--- config.mk ---
export PLATFORM = sky130hd
export DESIGN_NAME = split_read_counter
export DESIGN_NICKNAME = d
export VERILOG_FILES = /design/src/rtl/src_pkg.sv /design/src/rtl/src_decode.sv /design/src/rtl/src_core.sv /design/src/rtl/src_shadow.sv /design/src/rtl/src_rport.sv /design/src/rtl/split_read_counter.sv
export SDC_FILE = /design/constraint.sdc
export NUM_CORES = 1
export LEC_CHECK = 0
export BUFFER_PORTS_ARGS = -buffer_cell sky130_fd_sc_hd__buf_2
export CAP_MARGIN = 20
export CORE_UTILIZATION = 40
export DETAILED_ROUTE_END_ITERATION = 12
export PLACE_DENSITY = 0.59
export SETUP_SLACK_MARGIN = 0.05
export SLEW_MARGIN = 25
export SYNTH_ARGS = -nofsm -noshare
export SYNTH_HDL_FRONTEND = slang
export SYNTH_HIERARCHICAL = 1
export SYNTH_SLANG_ARGS = --single-unit
--- constraint.sdc ---
create_clock -name clk -period 2.1 [get_ports clk]
set_input_delay 0.21 -clock clk [delete_from_list [all_inputs] [get_ports clk]]
set_output_delay 0.21 -clock clk [all_outputs]
set_load 0.02 [all_outputs]
--- src/rtl/src_pkg.sv ---
package src_pkg;

    localparam int unsigned DEF_BUS_W = 16;

    typedef enum logic {
        HALF_LO = 1'b0,
        HALF_HI = 1'b1
    } half_e;

    typedef enum logic [1:0] {
        CNT_HOLD = 2'd0,
        CNT_STEP = 2'd1,
        CNT_LOAD = 2'd2
    } cnt_op_e;

    typedef struct packed {
        logic rd_lo;
        logic rd_hi;
        logic wr_lo;
        logic wr_hi;
    } bus_strobe_t;

    // Commit of a firmware load wins over the increment.
    function automatic cnt_op_e pick_op(input logic load, input logic en);
        if (load)
            return CNT_LOAD;
        else if (en)
            return CNT_STEP;
        else
            return CNT_HOLD;
    endfunction

endpackage

--- src/rtl/src_decode.sv ---
module src_decode
    import src_pkg::*;
(
    input  logic        bus_rd,
    input  logic        bus_wr,
    input  logic        bus_addr,
    output bus_strobe_t strobe
);
    half_e half;

    always_comb begin
        half         = half_e'(bus_addr);
        strobe.rd_lo = bus_rd && (half == HALF_LO);
        strobe.rd_hi = bus_rd && (half == HALF_HI);
        strobe.wr_lo = bus_wr && (half == HALF_LO);
        strobe.wr_hi = bus_wr && (half == HALF_HI);
    end
endmodule

--- src/rtl/src_core.sv ---
module src_core
    import src_pkg::*;
#(
    parameter int unsigned            CNT_W     = 32,
    parameter logic [CNT_W-1:0]       START_VAL = '0
) (
    input  logic             clk,
    input  logic             rst,
    input  logic             en,
    input  logic             load,
    input  logic [CNT_W-1:0] load_val,
    output logic [CNT_W-1:0] count
);
    cnt_op_e          op;
    logic [CNT_W-1:0] count_d;

    always_comb begin
        op = pick_op(load, en);
        unique case (op)
            CNT_LOAD: count_d = load_val;
            CNT_STEP: count_d = count + CNT_W'(1);   // natural wrap at all-ones
            default:  count_d = count;
        endcase
    end

    always_ff @(posedge clk) begin
        if (rst)
            count <= START_VAL;
        else
            count <= count_d;
    end
endmodule

--- src/rtl/src_shadow.sv ---
module src_shadow #(
    parameter int unsigned        BUS_W      = 16,
    parameter logic [BUS_W-1:0]   SHADOW_RST = '0
) (
    input  logic             clk,
    input  logic             rst,
    input  logic             capture,
    input  logic [BUS_W-1:0] cnt_upper,
    input  logic             stage_wr,
    input  logic [BUS_W-1:0] wdata,
    output logic [BUS_W-1:0] held_upper,
    output logic [BUS_W-1:0] staged_lower
);
    // Upper half frozen by a low-half read.
    always_ff @(posedge clk) begin
        if (rst)
            held_upper <= SHADOW_RST;
        else if (capture)
            held_upper <= cnt_upper;
    end

    // Low half of a pending firmware load.
    always_ff @(posedge clk) begin
        if (rst)
            staged_lower <= '0;
        else if (stage_wr)
            staged_lower <= wdata;
    end
endmodule

--- src/rtl/src_rport.sv ---
module src_rport #(
    parameter int unsigned BUS_W = 16
) (
    input  logic             clk,
    input  logic             rst,
    input  logic             rd_lo,
    input  logic             rd_hi,
    input  logic [BUS_W-1:0] live_lower,
    input  logic [BUS_W-1:0] held_upper,
    output logic [BUS_W-1:0] rdata
);
    always_ff @(posedge clk) begin
        if (rst)
            rdata <= '0;
        else if (rd_lo)
            rdata <= live_lower;
        else if (rd_hi)
            rdata <= held_upper;
    end
endmodule

--- src/rtl/split_read_counter.sv ---
module split_read_counter
    import src_pkg::*;
#(
    parameter int unsigned              BUS_W     = DEF_BUS_W,
    parameter logic [2*BUS_W-1:0]       START_VAL = 32'h0000_0001
) (
    input  logic             clk,
    input  logic             rst,
    input  logic             cnt_en,
    input  logic             bus_rd,
    input  logic             bus_wr,
    input  logic             bus_addr,
    input  logic [BUS_W-1:0] bus_wdata,
    output logic [BUS_W-1:0] bus_rdata
);
    localparam int unsigned CNT_W = 2 * BUS_W;

    bus_strobe_t      strobe;
    logic [CNT_W-1:0] cnt_q;
    logic [BUS_W-1:0] shadow_q;
    logic [BUS_W-1:0] stage_q;
    logic [CNT_W-1:0] load_val;

    assign load_val = {bus_wdata, stage_q};

    src_decode u_decode (
        .bus_rd   (bus_rd),
        .bus_wr   (bus_wr),
        .bus_addr (bus_addr),
        .strobe   (strobe)
    );

    src_core #(
        .CNT_W     (CNT_W),
        .START_VAL (START_VAL)
    ) u_core (
        .clk      (clk),
        .rst      (rst),
        .en       (cnt_en),
        .load     (strobe.wr_hi),
        .load_val (load_val),
        .count    (cnt_q)
    );

    src_shadow #(
        .BUS_W      (BUS_W),
        .SHADOW_RST (START_VAL[CNT_W-1:BUS_W])
    ) u_shadow (
        .clk          (clk),
        .rst          (rst),
        .capture      (strobe.rd_lo),
        .cnt_upper    (cnt_q[CNT_W-1:BUS_W]),
        .stage_wr     (strobe.wr_lo),
        .wdata        (bus_wdata),
        .held_upper   (shadow_q),
        .staged_lower (stage_q)
    );

    src_rport #(
        .BUS_W (BUS_W)
    ) u_rport (
        .clk        (clk),
        .rst        (rst),
        .rd_lo      (strobe.rd_lo),
        .rd_hi      (strobe.rd_hi),
        .live_lower (cnt_q[BUS_W-1:0]),
        .held_upper (shadow_q),
        .rdata      (bus_rdata)
    );
endmodule

==> impl_results.md <==
- Crit path kind: flip-flop to flip-flop
- Headroom to the max-slew limit: 69.4%
- Compound-gate portion of the synthesized area: ~15%
- Number of design-rule violations left by the first detailed-router iteration: 254
- Hold path startpoint: bus_wdata[14]
- Syn Inst Count: 418
- Minimum period implied by the final worst setup slack: roughly 1900 ps
- Summed instance area of the synthesized netlist: 3950 um2
- Category of the worst setup path capture point: flip-flop
- Half-perimeter wire length after placement: 7270 um
- Number of I/O pins: 38
- Post-detailed-routing wire length: 10300 um
- Startpoint kind of the worst setup timing path: flip-flop
- FILL cells: 909
- Clock buffers created by TritonCTS: 9
- Max Fanout on Critical Path: 12
- Period utilization: 90.9%
- Max Root-Sink Buffers: 2
- Number of flip-flops and latches in the synthesized netlist: 80
- Mux contribution to synthesized area: 12.4%
- Share of the core filled with cells in the final layout: 48.4%
- Horizontal extent of the die: 101 um
- # clock sinks: 80
- Destination of the worst hold path: u_shadow/staged_lower[14]$_SDFFE_PP0P_
- Hold violation count in the final report: 0
- Number of endpoints failing setup at the final stage: 0
- Clock root buffer: sky130_fd_sc_hd__clkbuf_8
- Net total in the final layout: 491
- Switching power: roughly 900 uW
- Setup skew after layout: 9.98 ps
- Syn-to-layout area delta: 15.4%
- DRC Markers: 0
- Cell type contributing the most total cell area after synthesis: sky130_fd_sc_hd__dfxtp_1
- Yosys warning total: 6
- Sequential share of power: 50.4%
- Highest clock frequency the design can meet: 524 MHz
- Final total negative setup slack: 0 ps
- Wire length of the first global-routing pass: 16200 um
- Number of max-capacitance violations reported: 0
- Number of global-route vias before repair: 3040
- Antenna violations before repair: 0
- Post-detailed-route via-to-cell ratio: 5.51
- Instance count along the most critical hold path: 3
- Total track usage: 20.8%
- Cell area reported after detailed placement: 4330 um2
- Net Sw Frac: 27.4%
- Max-slew violation count: 0
- DIE HEIGHT: between 100 and 150 um
- Count of buffers from port buffering: 37
- Synth Area in Simple Gates: around 23%
- RSZ-0062 raised after global routing: false
- Die Area: 10300 um2
- Worst slack at placement: 72.5 ps
- Post-synthesis sequential area ratio: between 40 and 50%
- Dominant combinational cell family by area after synthesis: simple AND/OR/NAND/NOR gates
- Total power consumption of the routed design: 3310 uW
- Final non-filler cell area: 4560 um2
- Initial cell density of the core: 41.9%
- Leading register cell type out of synthesis: sky130_fd_sc_hd__dfxtp_1
- CP Data Required Time: 2370 ps
- Pin count of the biggest net entering global routing: 44
- Clock tree from TritonCTS: done
- Worst IR drop on VDD: around 0.00031 V
- Flop2flop setup slack: around 190 ps
- Average routed wire per standard cell: 17.1 um
- Origin of the critical flop-to-flop path: u_core/count[9]$_SDFFE_PP0P_
- Count of different cell masters after synthesis: 56
- Sum of overflow across all layers after global routing: 0
- Synth Area per Inst: 9.44 um2
- Post-synth EDFFs: 0
- Cell-internal power: approximately 2400 uW
- Launching element of the worst setup path: u_core/count[9]$_SDFFE_PP0P_
- Logic pwr share: 12.7%
- Worst Tran Pin Value: approximately 460 ps
- Area taken by multi-input logic gates: 2140 um2
- Adder-cell share of the synthesized area: 0.317%
- Post-layout worst setup margin: between 150 and 200 ps
- Top cells by area in the synthesized netlist: sky130_fd_sc_hd__dfxtp_1 (41%), sky130_fd_sc_hd__mux2i_1 (12%), sky130_fd_sc_hd__nor2_1 (5.7%)
- Total vias in the final route: 3315
- Fraction of registers with async set or reset after synthesis: 0%
- Detailed Routing Iterations Pass 1: 5
- Number of antenna repair diodes: 0
- Reg clk slew, reported paths: ~90 ps
- Std cell rows: 35
- Global placer's final weighted congestion: between 0.8 and 0.9
- P_leak: 0.00172 uW
- Core ar.: 9420 um2
- Reg-to-reg critical path endpoint: u_core/count[23]$_SDFFE_PP0P_
- Power per unit of standard cell area: 727 nW/um2
- Share of Yosys cell area claimed by the top area cell type: 40.6%
- Insertion delay of the later-clocked pin in the worst-skew pair: 360 ps
- Portion of total power attributed to the clock network: 36.8%
- Worst reg-to-reg path cell count: 4
- Share of cells above drive strength 1: 23.5%
- Nets in the synthesized netlist: 441
- Data arrival time at the worst-slack endpoint: between 2000 and 2500 ps
- Status: finished, final reports clean
- ANT nets after route: 0
- Area used by sequential logic in the layout: 1600 um2
- Worst Hold Class: input port to flip-flop
- Synth Area in XOR/XNOR: 2.89%
- Count of buffers added by post-CTS timing repair for setup: 0
- H-tree level count: 3
-- Yosys cell counts (3+ instances only) --
| master | instances |
|---|---|
| sky130_fd_sc_hd__buf_2 | 5 |
| sky130_fd_sc_hd__and2_1 | 5 |
| sky130_fd_sc_hd__o211ai_1 | 4 |
| sky130_fd_sc_hd__nand2_1 | 17 |
| sky130_fd_sc_hd__or3_1 | 4 |
| sky130_fd_sc_hd__inv_1 | 8 |
| sky130_fd_sc_hd__a311oi_1 | 10 |
| sky130_fd_sc_hd__o21ai_0 | 5 |
| sky130_fd_sc_hd__a211oi_2 | 10 |
| sky130_fd_sc_hd__a211oi_1 | 18 |
| sky130_fd_sc_hd__a21oi_1 | 7 |
| sky130_fd_sc_hd__o31ai_1 | 7 |
| sky130_fd_sc_hd__nor4_1 | 3 |
| sky130_fd_sc_hd__nor2_1 | 60 |
| sky130_fd_sc_hd__buf_12 | 3 |
| sky130_fd_sc_hd__clkbuf_1 | 15 |
| sky130_fd_sc_hd__nand3_1 | 9 |
| sky130_fd_sc_hd__nand4_1 | 13 |
| sky130_fd_sc_hd__and4_1 | 4 |
| sky130_fd_sc_hd__and3_1 | 4 |
| sky130_fd_sc_hd__nor3b_1 | 3 |
| sky130_fd_sc_hd__buf_6 | 4 |
| sky130_fd_sc_hd__mux2i_1 | 49 |
| sky130_fd_sc_hd__dfxtp_1 | 80 |
| sky130_fd_sc_hd__xor2_1 | 8 |
| sky130_fd_sc_hd__nor2b_1 | 18 |
| sky130_fd_sc_hd__xnor2_1 | 5 |
| sky130_fd_sc_hd__or4_1 | 7 |
-- routing by layer --
metal	global-route usage, %	wire length (um)
met2	32.1	4600
met4	8.92	240
met5	0	0
met1	28.7	4990
met3	3.52	442
-- stage by stage --
| stage | cells | hold WS, ps |
|---|---|---|
| 2_1_floorplan | 418 | 282 |
| 3_3_place_gp | 585 | 462 |
| 3_5_place_dp | 585 | 463 |
| 4_1_cts | 601 | 101 |
| 5_1_grt | 602 | 110 |
| 6_report | 602 | 105 |
-- power groups by stage --
stage / clock network (uW) / logic (uW) / registers, uW
detailed placement: 0 / 422 / 1700
global placement: 0 / 421 / 1700
CTS: 1250 / 424 / 1670
finish: 1220 / 422 / 1670
global route: 1310 / 466 / 1680
floorplan: 0 / 262 / 1720
-- logic make-up after synthesis --
kind of cell	after synthesis
buffers and inverters	38
muxes	49
adders and majority gates	1
xor gates and xnor gates	13
and+or+nand+nor	165
AOI/OAI and AO/OA	72
DFF	80
-- layout by cell type, fill, tap and decap left out, types with 3 or more instances in the layout --
master	netlist	layout
sky130_fd_sc_hd__nor3b_1	3	3
sky130_fd_sc_hd__a21oi_1	7	7
sky130_fd_sc_hd__and3_1	4	4
sky130_fd_sc_hd__nor2_1	60	60
sky130_fd_sc_hd__and4_1	4	3
sky130_fd_sc_hd__dfxtp_1	80	80
sky130_fd_sc_hd__a211oi_2	10	10
sky130_fd_sc_hd__nor2b_1	18	16
sky130_fd_sc_hd__buf_4	1	30
sky130_fd_sc_hd__a311oi_1	10	10
sky130_fd_sc_hd__nand2_1	17	16
sky130_fd_sc_hd__o31ai_1	7	7
sky130_fd_sc_hd__mux2i_1	49	49
sky130_fd_sc_hd__inv_1	8	8
sky130_fd_sc_hd__a211oi_1	18	18
sky130_fd_sc_hd__nor4_1	3	3
sky130_fd_sc_hd__o211ai_1	4	4
sky130_fd_sc_hd__or3_1	4	4
sky130_fd_sc_hd__xnor2_1	5	5
sky130_fd_sc_hd__nand4_1	13	13
sky130_fd_sc_hd__buf_2	5	37
sky130_fd_sc_hd__nand3_1	9	9
sky130_fd_sc_hd__o21ai_0	5	5
sky130_fd_sc_hd__and2_1	5	5
sky130_fd_sc_hd__xor2_1	8	8
sky130_fd_sc_hd__or4_1	7	7
sky130_fd_sc_hd__clkbuf_8	0	11
-- critical path, cell delays in order (launching register included) --
cell and delay (ps):
sky130_fd_sc_hd__dfxtp_1 410, sky130_fd_sc_hd__and4_2 380, sky130_fd_sc_hd__nand4_4 230, sky130_fd_sc_hd__or4_1 560, sky130_fd_sc_hd__a311oi_1 240
-- sequential cells by signal, summed over array words and instances (netlist names) --
signal and flops:
u_rport/rdata 16, u_shadow/staged_lower 16, u_shadow/held_upper 16, u_core/count 32
-- worst max-delay path by stage --
stage | slack [ps] | endpoint
floorplan | 240 | u_core/count[30]$_SDFFE_PP0P_
global placement | 180 | u_core/count[24]$_SDFFE_PP0P_
detailed placement | 70 | u_core/count[24]$_SDFFE_PP0P_
CTS | 80 | u_core/count[24]$_SDFFE_PP0P_
global route | 60 | u_core/count[29]$_SDFFE_PP0P_
finish | 190 | u_core/count[23]$_SDFFE_PP0P_
-- area by class of cell --
type	count	share of cell area, %
clock inverter	5	1.35
multi-input combinational	301	46.9
sequential	80	35.2
clock buffer	11	3.32
inverter	9	0.742
tap	129	3.54
timing repair buffer	67	9.01
-- repair_timing --
action / 4_1_cts / 5_1_grt
hold buffers: 0 / 0
setup endpoints to repair: 0 / 8
gates resized for setup: 0 / 3
Power figures use the tool's default switching activity.
